## src/rtl/eeprom_word_reader.sv

```systemverilog
module eeprom_word_reader #(
  parameter int SETTLE = 4,
  parameter int ADDR_W = 8,
  parameter int DATA_W = 16
) (
  input  logic              clk,
  input  logic              rst_n,
  input  logic              req,
  input  logic [ADDR_W-1:0] req_addr,
  output logic              busy,
  output logic              done,
  output logic [DATA_W-1:0] rd_data,
  output logic              ee_cs,
  output logic              ee_sk,
  output logic              ee_di,
  input  logic              ee_do
);

  localparam int PRE      = 10;
  localparam int ADDR_END = PRE + 2*ADDR_W;
  localparam int DATA0    = ADDR_END + 1;
  localparam int DATA_END = DATA0 + 2*DATA_W;
  localparam int LAST     = DATA_END + 3;
  localparam int SW       = $clog2(LAST + 2);
  localparam int CW       = $clog2(SETTLE + 1);

  // returns {cs, di, sk}
  function automatic logic [2:0] step_word(input int s, input logic [ADDR_W-1:0] a);
    int k;
    logic [2:0] w;
    case (s)
      0: w = 3'b000;
      1: w = 3'b100;
      2: w = 3'b101;
      3: w = 3'b100;
      4: w = 3'b110;
      5: w = 3'b111;
      6: w = 3'b110;
      7: w = 3'b111;
      8: w = 3'b100;
      9: w = 3'b101;
      default: begin
        w = 3'b000;
        if (s < ADDR_END) begin
          k = s - PRE;
          w = {1'b1, a[ADDR_W-1-k/2], (k % 2) == 1};
        end else if (s == ADDR_END) begin
          w = 3'b100;
        end else if (s < DATA_END) begin
          k = s - DATA0;
          w = {1'b1, 1'b0, (k % 2) == 0};
        end else if (s == DATA_END + 1) begin
          w = 3'b100;
        end else if (s == DATA_END + 3) begin
          w = 3'b001;
        end
      end
    endcase
    return w;
  endfunction

  logic [SW-1:0]     step;
  logic [CW-1:0]     cnt;
  logic [ADDR_W-1:0] addr_q;
  logic [DATA_W-1:0] shift;
  logic              step_end, sample;
  int                si;

  assign si       = int'(step);
  assign step_end = busy && (int'(cnt) == SETTLE - 1);
  assign sample   = step_end && si >= DATA0 && si < DATA_END && ((si - DATA0) % 2) == 1;

  always_ff @(posedge clk or negedge rst_n) begin
    if (!rst_n) begin
      busy    <= 1'b0;
      done    <= 1'b0;
      step    <= '0;
      cnt     <= '0;
      addr_q  <= '0;
      shift   <= '0;
      rd_data <= '0;
      {ee_cs, ee_di, ee_sk} <= 3'b000;
    end else begin
      done <= 1'b0;
      if (!busy) begin
        if (req) begin
          busy   <= 1'b1;
          step   <= '0;
          cnt    <= '0;
          addr_q <= req_addr;
          {ee_cs, ee_di, ee_sk} <= step_word(0, req_addr);
        end
      end else if (step_end) begin
        cnt <= '0;
        if (sample) shift <= {shift[DATA_W-2:0], ee_do};
        if (si == LAST) begin
          busy    <= 1'b0;
          done    <= 1'b1;
          rd_data <= shift;
        end else begin
          step <= step + 1'b1;
          {ee_cs, ee_di, ee_sk} <= step_word(si + 1, addr_q);
        end
      end else begin
        cnt <= cnt + 1'b1;
      end
    end
  end

  assert_done_pulse_R8: assert property (@(posedge clk) disable iff (!rst_n)
    done |=> !done);
  assert_done_idle_R8: assert property (@(posedge clk) disable iff (!rst_n)
    done |-> !busy);
  assert_hold_R3: assert property (@(posedge clk) disable iff (!rst_n)
    (busy && !step_end) |=> $stable({ee_cs, ee_di, ee_sk}));
  assert_idle_pins_R7: assert property (@(posedge clk) disable iff (!rst_n)
    (!busy && !req) |=> $stable({ee_cs, ee_di, ee_sk}));
  assert_select_clk_low_R4: assert property (@(posedge clk) disable iff (!rst_n)
    $rose(ee_cs) |-> !ee_sk);
  assert_data_setup_R5: assert property (@(posedge clk) disable iff (!rst_n)
    ($rose(ee_sk) && ee_cs) |-> $stable(ee_di));
  assert_busy_ignore_R9: assert property (@(posedge clk) disable iff (!rst_n)
    (busy && !step_end) |=> (busy && $stable(step)));

endmodule

```

## config.mk

```make
export PLATFORM = sky130hd
export DESIGN_NAME = eeprom_word_reader
export DESIGN_NICKNAME = d
export VERILOG_FILES = /design/src/rtl/eeprom_word_reader.sv
export SDC_FILE = /design/constraint.sdc
export NUM_CORES = 1
export LEC_CHECK = 0
export BUFFER_PORTS_ARGS = -buffer_cell sky130_fd_sc_hd__buf_2
export CORE_MARGIN = 1
export CORE_UTILIZATION = 27
export DETAILED_ROUTE_END_ITERATION = 7
export MAX_ROUTING_LAYER = met4
export SLEW_MARGIN = 20
export SYNTH_ARGS = -nofsm -noshare
export SYNTH_HDL_FRONTEND = slang
export SYNTH_SLANG_ARGS = --single-unit
```

## constraint.sdc

```tcl
create_clock -name clk -period 4.1 [get_ports clk]
set_clock_uncertainty 0.05 [all_clocks]
set_input_delay 0 -clock clk [delete_from_list [all_inputs] [get_ports clk]]
set_output_delay 0 -clock clk [all_outputs]
set_load 0.1 [all_outputs]
```

==> run summary, run 1 <==
### Status
• completed — status

### GRT
• 0 — residual overflow from global routing
• 55 — pin count of the biggest net entering global routing
• 0.114 — global routing usage summed across all routing layers
• 0 — initial antenna violation count
• 1,978 — number of global-route vias before repair
• 9880 um — first-pass GRT wire length

### Layout
• 1,019 — fill count
• 0 — Antenna Cells
• 0.297 — fraction of final layout cells with drive strength greater than 1
• 1350 um^2 — register area
• 1370 um^2 — multi-input gate area in the final layout
• 17.2% — Area growth, synth to finish
• 317 — fin nets

### Logic synthesis
• 0.477 — post-synthesis sequential area ratio
• 0.139 — basic-gate share of the synthesized area counting and, or, nand and nor cells
• dfrtp_1 — cell accounting for the most synthesized area
• 0.0441 — Post-Synth Adder-Cell Area
• 2840 um^2 — Post-Syn Area
• dfrtp_1 — top flip-flop cell by instance count after synthesis
• 0 — yosys warns
• 11.2 um^2 — synthesized area per cell
• 0.113 — compound-gate portion of the synthesized area
• 253 — Post-Syn Instances
• 0.161 — post-synthesis mux area share
• 1.00 — proportion of synthesized flip-flops having asynchronous set or reset
• 0.477 — area fraction of the dominant cell type after synthesis
• 54 x dfrtp_1, 39 x nand2_1, 23 x mux2_2 — cell types with the highest counts after synthesis
• multiplexers — combinational family with the most area after synthesis
• 0.0243 — XOR/XNOR Fraction of Synth Area
• dfrtp_1 — cell with the most instances after synthesis
• 275 — Synth Net Count
• 0 — number of enable flip-flop cells after synthesis
• 54 — number of different library cells in the post-synthesis netlist
• 54 — number of register bits inferred by synthesis
• dfrtp_1 48%, mux2_2 9.1%, nand2_1 5.2%, ha_1 4.4%, mux2_4 4.2% — largest cells by area after synthesis

### Critical path
• ha_1 — cell mode on critical path
• ha_1 > xnor2_1 > ha_1 > o21ai_0 > nor2_1 > ha_1 > inv_1 > ha_1 > mux4_2 > mux2_2 > a31o_1 — critical-path cell list
• 13 — critical path peak fanout
• 0.53 ns — slowest cell delay on critical path
• flop — nature of the critical path endpoint
• dfrtp_1 — slowest stage cell, crit path
• 4.26 ns — Crit path required time
• 1 — Buf+Inv Stages, Crit Path
• adder cells — cell class contributing the biggest share of worst-path delay
• flop — startpoint kind of the worst setup timing path
• 3.72 ns — CP arrival
• flop to flop — critical path class

### Placement
• 32 — number of buffers added on ports
• 3980 um — detailed placement HPWL
• 0.851 — Final Wtd Congestion
• 0.552 ns — pre-CTS WS

### Clock network
• clkbuf_8 — buffer cell driving the clock tree root
• 2 — number of buffers on the longest clock path
• built — clock tree from TritonCTS
• 0.31 ns — source-to-sink clock delay at the later pin of the worst-skew pair
• 2 — H-tree depth
• 0 — number of buffers added for setup after CTS
• 0.10 ns — clock edge transition at the registers on the reported setup and hold paths
• 54 — clock net sink count
• 5 — number of clock buffers inserted by TritonCTS

### Detailed routing
• 0 — post-route ant nets
• 13.4 um — Routed WL per cell
• 5800 um — aggregate routed wire length
• 85 — Detailed Route Iter0 Violations
• 1,994 — count of vias placed by the detailed router
• 0 — Residual DRC
• 4 — iteration count of the initial detailed-routing pass
• 4.62 — via density per instance

### Die
• 0.277 — initial core utilization
• 33 — total I/O pin count
• 10,200 um^2 — placeable core area
• 104 um — Horiz. Die Dim
• 37 — number of placement rows
• 10,900 um^2 — Die Outline Area
• 104 um — Die H

### STA
• 0.279 ns — worst hold slack
• 0.698 ns — Least-Margin Pin Slew
• 0 — final count of pins violating max slew
• 0.535 — remaining max-slew budget at the tightest pin
• 281 MHz — Fmax achieved
• 0 — setup-violating endpoint count in the final report
• 0.546 ns — PnR worst setup slack
• 0.867 — final worst-path cycle share
• 3.55 ns — Final Critical Period
• false — unrepaired setup endpoints after global routing
• 0 — final hold violation count
• 0 ns — setup TNS after final layout

### Power
• 0.000188 V — peak supply drop
• 581 nW/um^2 — power density relative to cell area
• 1.61 nW — Pleak
• 1.93 mW — total power of the final layout

### Hold path
• primary input to async pin — Worst Hold Class

### Flow run
• 0 — Max Cap Viol

kinds of logic after synthesis:
| group | count (synthesis) |
|---|---|
| and+or+nand+nor | 78 |
| DFF | 54 |
| AOI/OAI and AO/OA | 46 |
| muxes | 36 |
| buffers and inverters | 22 |
| adders and majority gates | 10 |
| xor gates and xnor gates | 7 |
area by class of cell:
cell class,instances,area share
inverters,10,0.0113
flip-flops and latches,54,0.407
multi-input cells,177,0.412
clock inverters,1,0.00264
repair buffers,47,0.0904
well taps,136,0.0512
clock buffers,7,0.0260
sequential cells by signal, summed over array words and instances, names as in the netlist:
signal   cells
ee_di        1
step         6
addr_q       8
ee_cs        1
shift       16
rd_data     16
ee_sk        1
cnt          3
busy         1
done         1
cell usage in the layout (no fill, tap or decap), types with 2 or more instances in the layout:
cell type	n
a21oi_1	4
inv_1	9
nor2_1	9
buf_2	32
nor2b_1	2
dlygate4sd3_1	11
xor2_1	2
o21ai_0	17
xnor2_1	4
o31ai_1	4
nand3_1	7
ha_1	10
nand2_1	39
and3_1	4
mux2_4	8
mux2_2	23
a32oi_1	2
mux4_2	2
dfrtp_1	54
buf_4	4
a21o_1	2
nand2b_1	6
nor4_4	2
clkbuf_8	6
mux2_1	2
where the power goes:
group,total (mW),switching (mW),internal (mW)
Sequential,0.659,0.0712,0.588
Combinational,0.955,0.531,0.424
Clock,0.316,0.176,0.140
Total,1.93,0.778,1.15
through the flow:
step / util / instance area, um^2 / cells
floorplan: - / 2840 / 253
global placement: 0.305 / 3120 / 413
detailed placement: 0.305 / 3120 / 413
CTS: 0.325 / 3320 / 432
global route: 0.325 / 3320 / 432
finish: 0.325 / 3320 / 432
path summary, 6_finish.rpt:
check / from / depth (start not counted) / end / slack (ns)
worst max-delay path: step[1] / 11 / ee_di / 0.55
worst max register to register: step[1] / 11 / ee_di / 0.55
max in group asynchronous: rst_n / 3 / rd_data[3] / 3.24
min in group clk: req_addr[1] / 4 / addr_q[1] / 0.36
worst min-delay path: rst_n / 3 / ee_sk / 0.28
worst min register to register: addr_q[6] / 2 / addr_q[6] / 0.43
per-layer routing:
metal / track usage / vias up / part of all wire
met3: 0.0232 / 8 / 0.033
met2: 0.182 / 32 / 0.47
li1: - / 973 / -
met5: - / - / 0
met4: 0.0296 / 0 / 0.011
met1: 0.148 / 981 / 0.49
repair_timing:
| action | in CTS | in global routing |
|---|---|---|
| hold endpoints to repair | 66 | 0 |
| hold buffers | 11 | 0 |
| gates resized for setup | 0 | 0 |
worst reg2reg max path: stages (launching register included):
cell and delay [ns]:
dfrtp_1 0.53, ha_1 0.41, xnor2_1 0.44, ha_1 0.30
o21ai_0 0.14, nor2_1 0.11, ha_1 0.14, inv_1 0.04
ha_1 0.32, mux4_2 0.50, mux2_2 0.27, a31o_1 0.21
Note: power is estimated with default switching activity, not from simulation.
==> run 2, diff against run 1 <==
--- a/config.mk
+++ b/config.mk
@@ -8,8 +8,8 @@
 export BUFFER_PORTS_ARGS = -buffer_cell sky130_fd_sc_hd__buf_2
 export CORE_MARGIN = 1
 export CORE_UTILIZATION = 27
+export CTS_BUF_LIST = sky130_fd_sc_hd__clkbuf_8
 export DETAILED_ROUTE_END_ITERATION = 7
-export MAX_ROUTING_LAYER = met4
 export SLEW_MARGIN = 20
 export SYNTH_ARGS = -nofsm -noshare
 export SYNTH_HDL_FRONTEND = slang
==> run 2 against run 1 <==
  * Non-clock buffer count fell by 1
  * Die area did not move
  * First-iteration DRC count fell by 16%
  * Via count fell by 0.10%
  * Critical endpoint unchanged
  * Sequential power rose by 2%
  * Count of clock-buffer cells in the layout fell by 2
  * Flip-flop and latch count did not move
  * Critical path depth did not move
  * Sequential share of layout area rose by 0.25 points
  * Worst hold slack improved by 0.0091 ns
  * Clock power fell by 9.2%
  * Cell count fell by 0.46%
==> run summary, run 2 (same netlist as run 1, synthesis figures left out) <==
### Status
• completed — status

### Die
• 104 um — Horiz. Die Dim
• 10,900 um^2 — Die Outline Area
• 37 — number of placement rows
• 104 um — Die H
• 0.277 — initial core utilization
• 10,200 um^2 — placeable core area
• 33 — total I/O pin count

### Clock network
• clkbuf_8 — buffer cell driving the clock tree root
• 0.10 ns — clock edge transition at the registers on the reported setup and hold paths
• 0 — number of cells upsized or downsized after cts
• 2 — H-tree depth
• 5 — number of clock buffers inserted by TritonCTS
• 0.30 ns — source-to-sink clock delay at the later pin of the worst-skew pair
• 2 — number of buffers on the longest clock path
• built — clock tree from TritonCTS
• 54 — clock net sink count

### Placement
• 32 — number of buffers added on ports
• 3910 um — detailed placement HPWL
• 0.887 — Final Wtd Congestion

### Critical path
• 11 — Register-to-Register Path Depth
• 3.80 ns — CP arrival
• 4.25 ns — Crit path required time
• ee_di — capture instance of the worst register-to-register path
• flop — nature of the critical path endpoint
• step[0] — source of the worst register-to-register timing path
• 0.45 ns — register-to-register path setup slack
• 14 — critical path peak fanout
• flop — startpoint kind of the worst setup timing path
• flop to flop — critical path class

### Detailed routing
• 13.1 um — Routed WL per cell
• 1,992 — count of vias placed by the detailed router
• 5630 um — aggregate routed wire length
• 0 — Residual DRC
• 0 — post-route ant nets
• 4 — iteration count of the initial detailed-routing pass
• 71 — Detailed Route Iter0 Violations
• 4.63 — via density per instance

### STA
• 0 — final hold violation count
• 3.65 ns — Final Critical Period
• 0.891 — final worst-path cycle share
• 0 — setup-violating endpoint count in the final report
• 0.688 ns — Least-Margin Pin Slew
• 0 ns — setup TNS after final layout
• false — unrepaired setup endpoints after global routing
• 0 — final count of pins violating max slew
• 274 MHz — Fmax achieved
• 0.288 ns — worst hold slack
• 0.542 — remaining max-slew budget at the tightest pin

### Power
• 571 nW/um^2 — power density relative to cell area
• 0.000286 V — peak supply drop
• 1.60 nW — Pleak

### Layout
• 0 — Antenna Cells
• 316 — fin nets
• 1,033 — fill count
• 16.5% — Area growth, synth to finish
• 0.296 — fraction of final layout cells with drive strength greater than 1
• rd_data: 16 flops, shift: 16 flops, addr_q: 8 flops — largest registers
• dfrtp_1 — most frequent standard cell in the layout excluding fill and tap cells
• 54 x dfrtp_1, 39 x nand2_1, 32 x buf_2, 23 x mux2_2, 17 x o21ai_0 — top library cells by usage in the layout, fill and taps aside

### GRT
• 0 — residual overflow from global routing
• 1,989 — number of global-route vias before repair
• 55 — pin count of the biggest net entering global routing
• 0.110 — global routing usage summed across all routing layers
• 9870 um — first-pass GRT wire length
• 0 — initial antenna violation count

### Hold path
• primary input to async pin — Worst Hold Class

### Flow run
• 0 — Max Cap Viol

run 2: how the worst max path moves through the flow:
| stage | start | end | slack [ns] | depth (start not counted) |
|---|---|---|---|---|
| 2_1_floorplan | step[0] | ee_di | 0.93 | 12 |
| 3_3_place_gp | step[0] | ee_di | 0.59 | 11 |
| 3_5_place_dp | step[0] | ee_di | 0.44 | 11 |
| 4_1_cts | step[0] | ee_di | 0.45 | 11 |
| 5_1_grt | step[0] | ee_di | 0.20 | 11 |
| 6_report | step[0] | ee_di | 0.45 | 11 |
run 2: per-stage QoR:
stage	setup WS [ns]	utilization	instance area (um^2)	std cells	power [mW]
final	0.448	0.323	3300	430	1.88
after global placement	0.588	0.304	3110	412	1.58
after detailed placement	0.443	0.304	3110	412	1.60
after CTS	0.455	0.323	3300	430	1.90
after global routing	0.197	0.323	3300	430	2.03
after floorplan	0.927	-	2840	253	1.51
run 2: timing repair:
item                      4_1_cts  5_1_grt
hold buffers                   11        0
hold endpoints to repair       66        0
buffers inserted                0        0
run 2: cell type report:
type                       count  area (um^2)  area share
multi-input combinational    177         1370       0.414
sequential                    54         1350       0.409
timing repair buffer          46          293      0.0887
tap                          136          170      0.0515
clock buffer                   5         68.8      0.0208
inverter                      10         37.5      0.0114
clock inverter                 2         13.8     0.00417
run 2: worst max-delay path: stages (launching register included):
cell and delay [ns]:
dfrtp_1 0.56, ha_1 0.45, xnor2_1 0.45, ha_1 0.29
o21ai_0 0.13, nor2_1 0.11, ha_1 0.15, inv_1 0.04
ha_1 0.32, mux4_2 0.50, mux2_2 0.27, a31o_1 0.22
run 2: per-layer routing:
metal / wire length (um) / global-route usage
met3: 197 / 0.0207
met5: 0 / 0
met2: 2700 / 0.182
met1: 2670 / 0.145
met4: 51 / 0.0347
run 2: report_power, final:
| part | leakage [nW] | internal [mW] | switching [mW] |
|---|---|---|---|
| registers | 0.724 | 0.588 | 0.0866 |
| logic | 0.829 | 0.417 | 0.505 |
| clock network | 0.0444 | 0.118 | 0.169 |
| total | 1.60 | 1.12 | 0.761 |
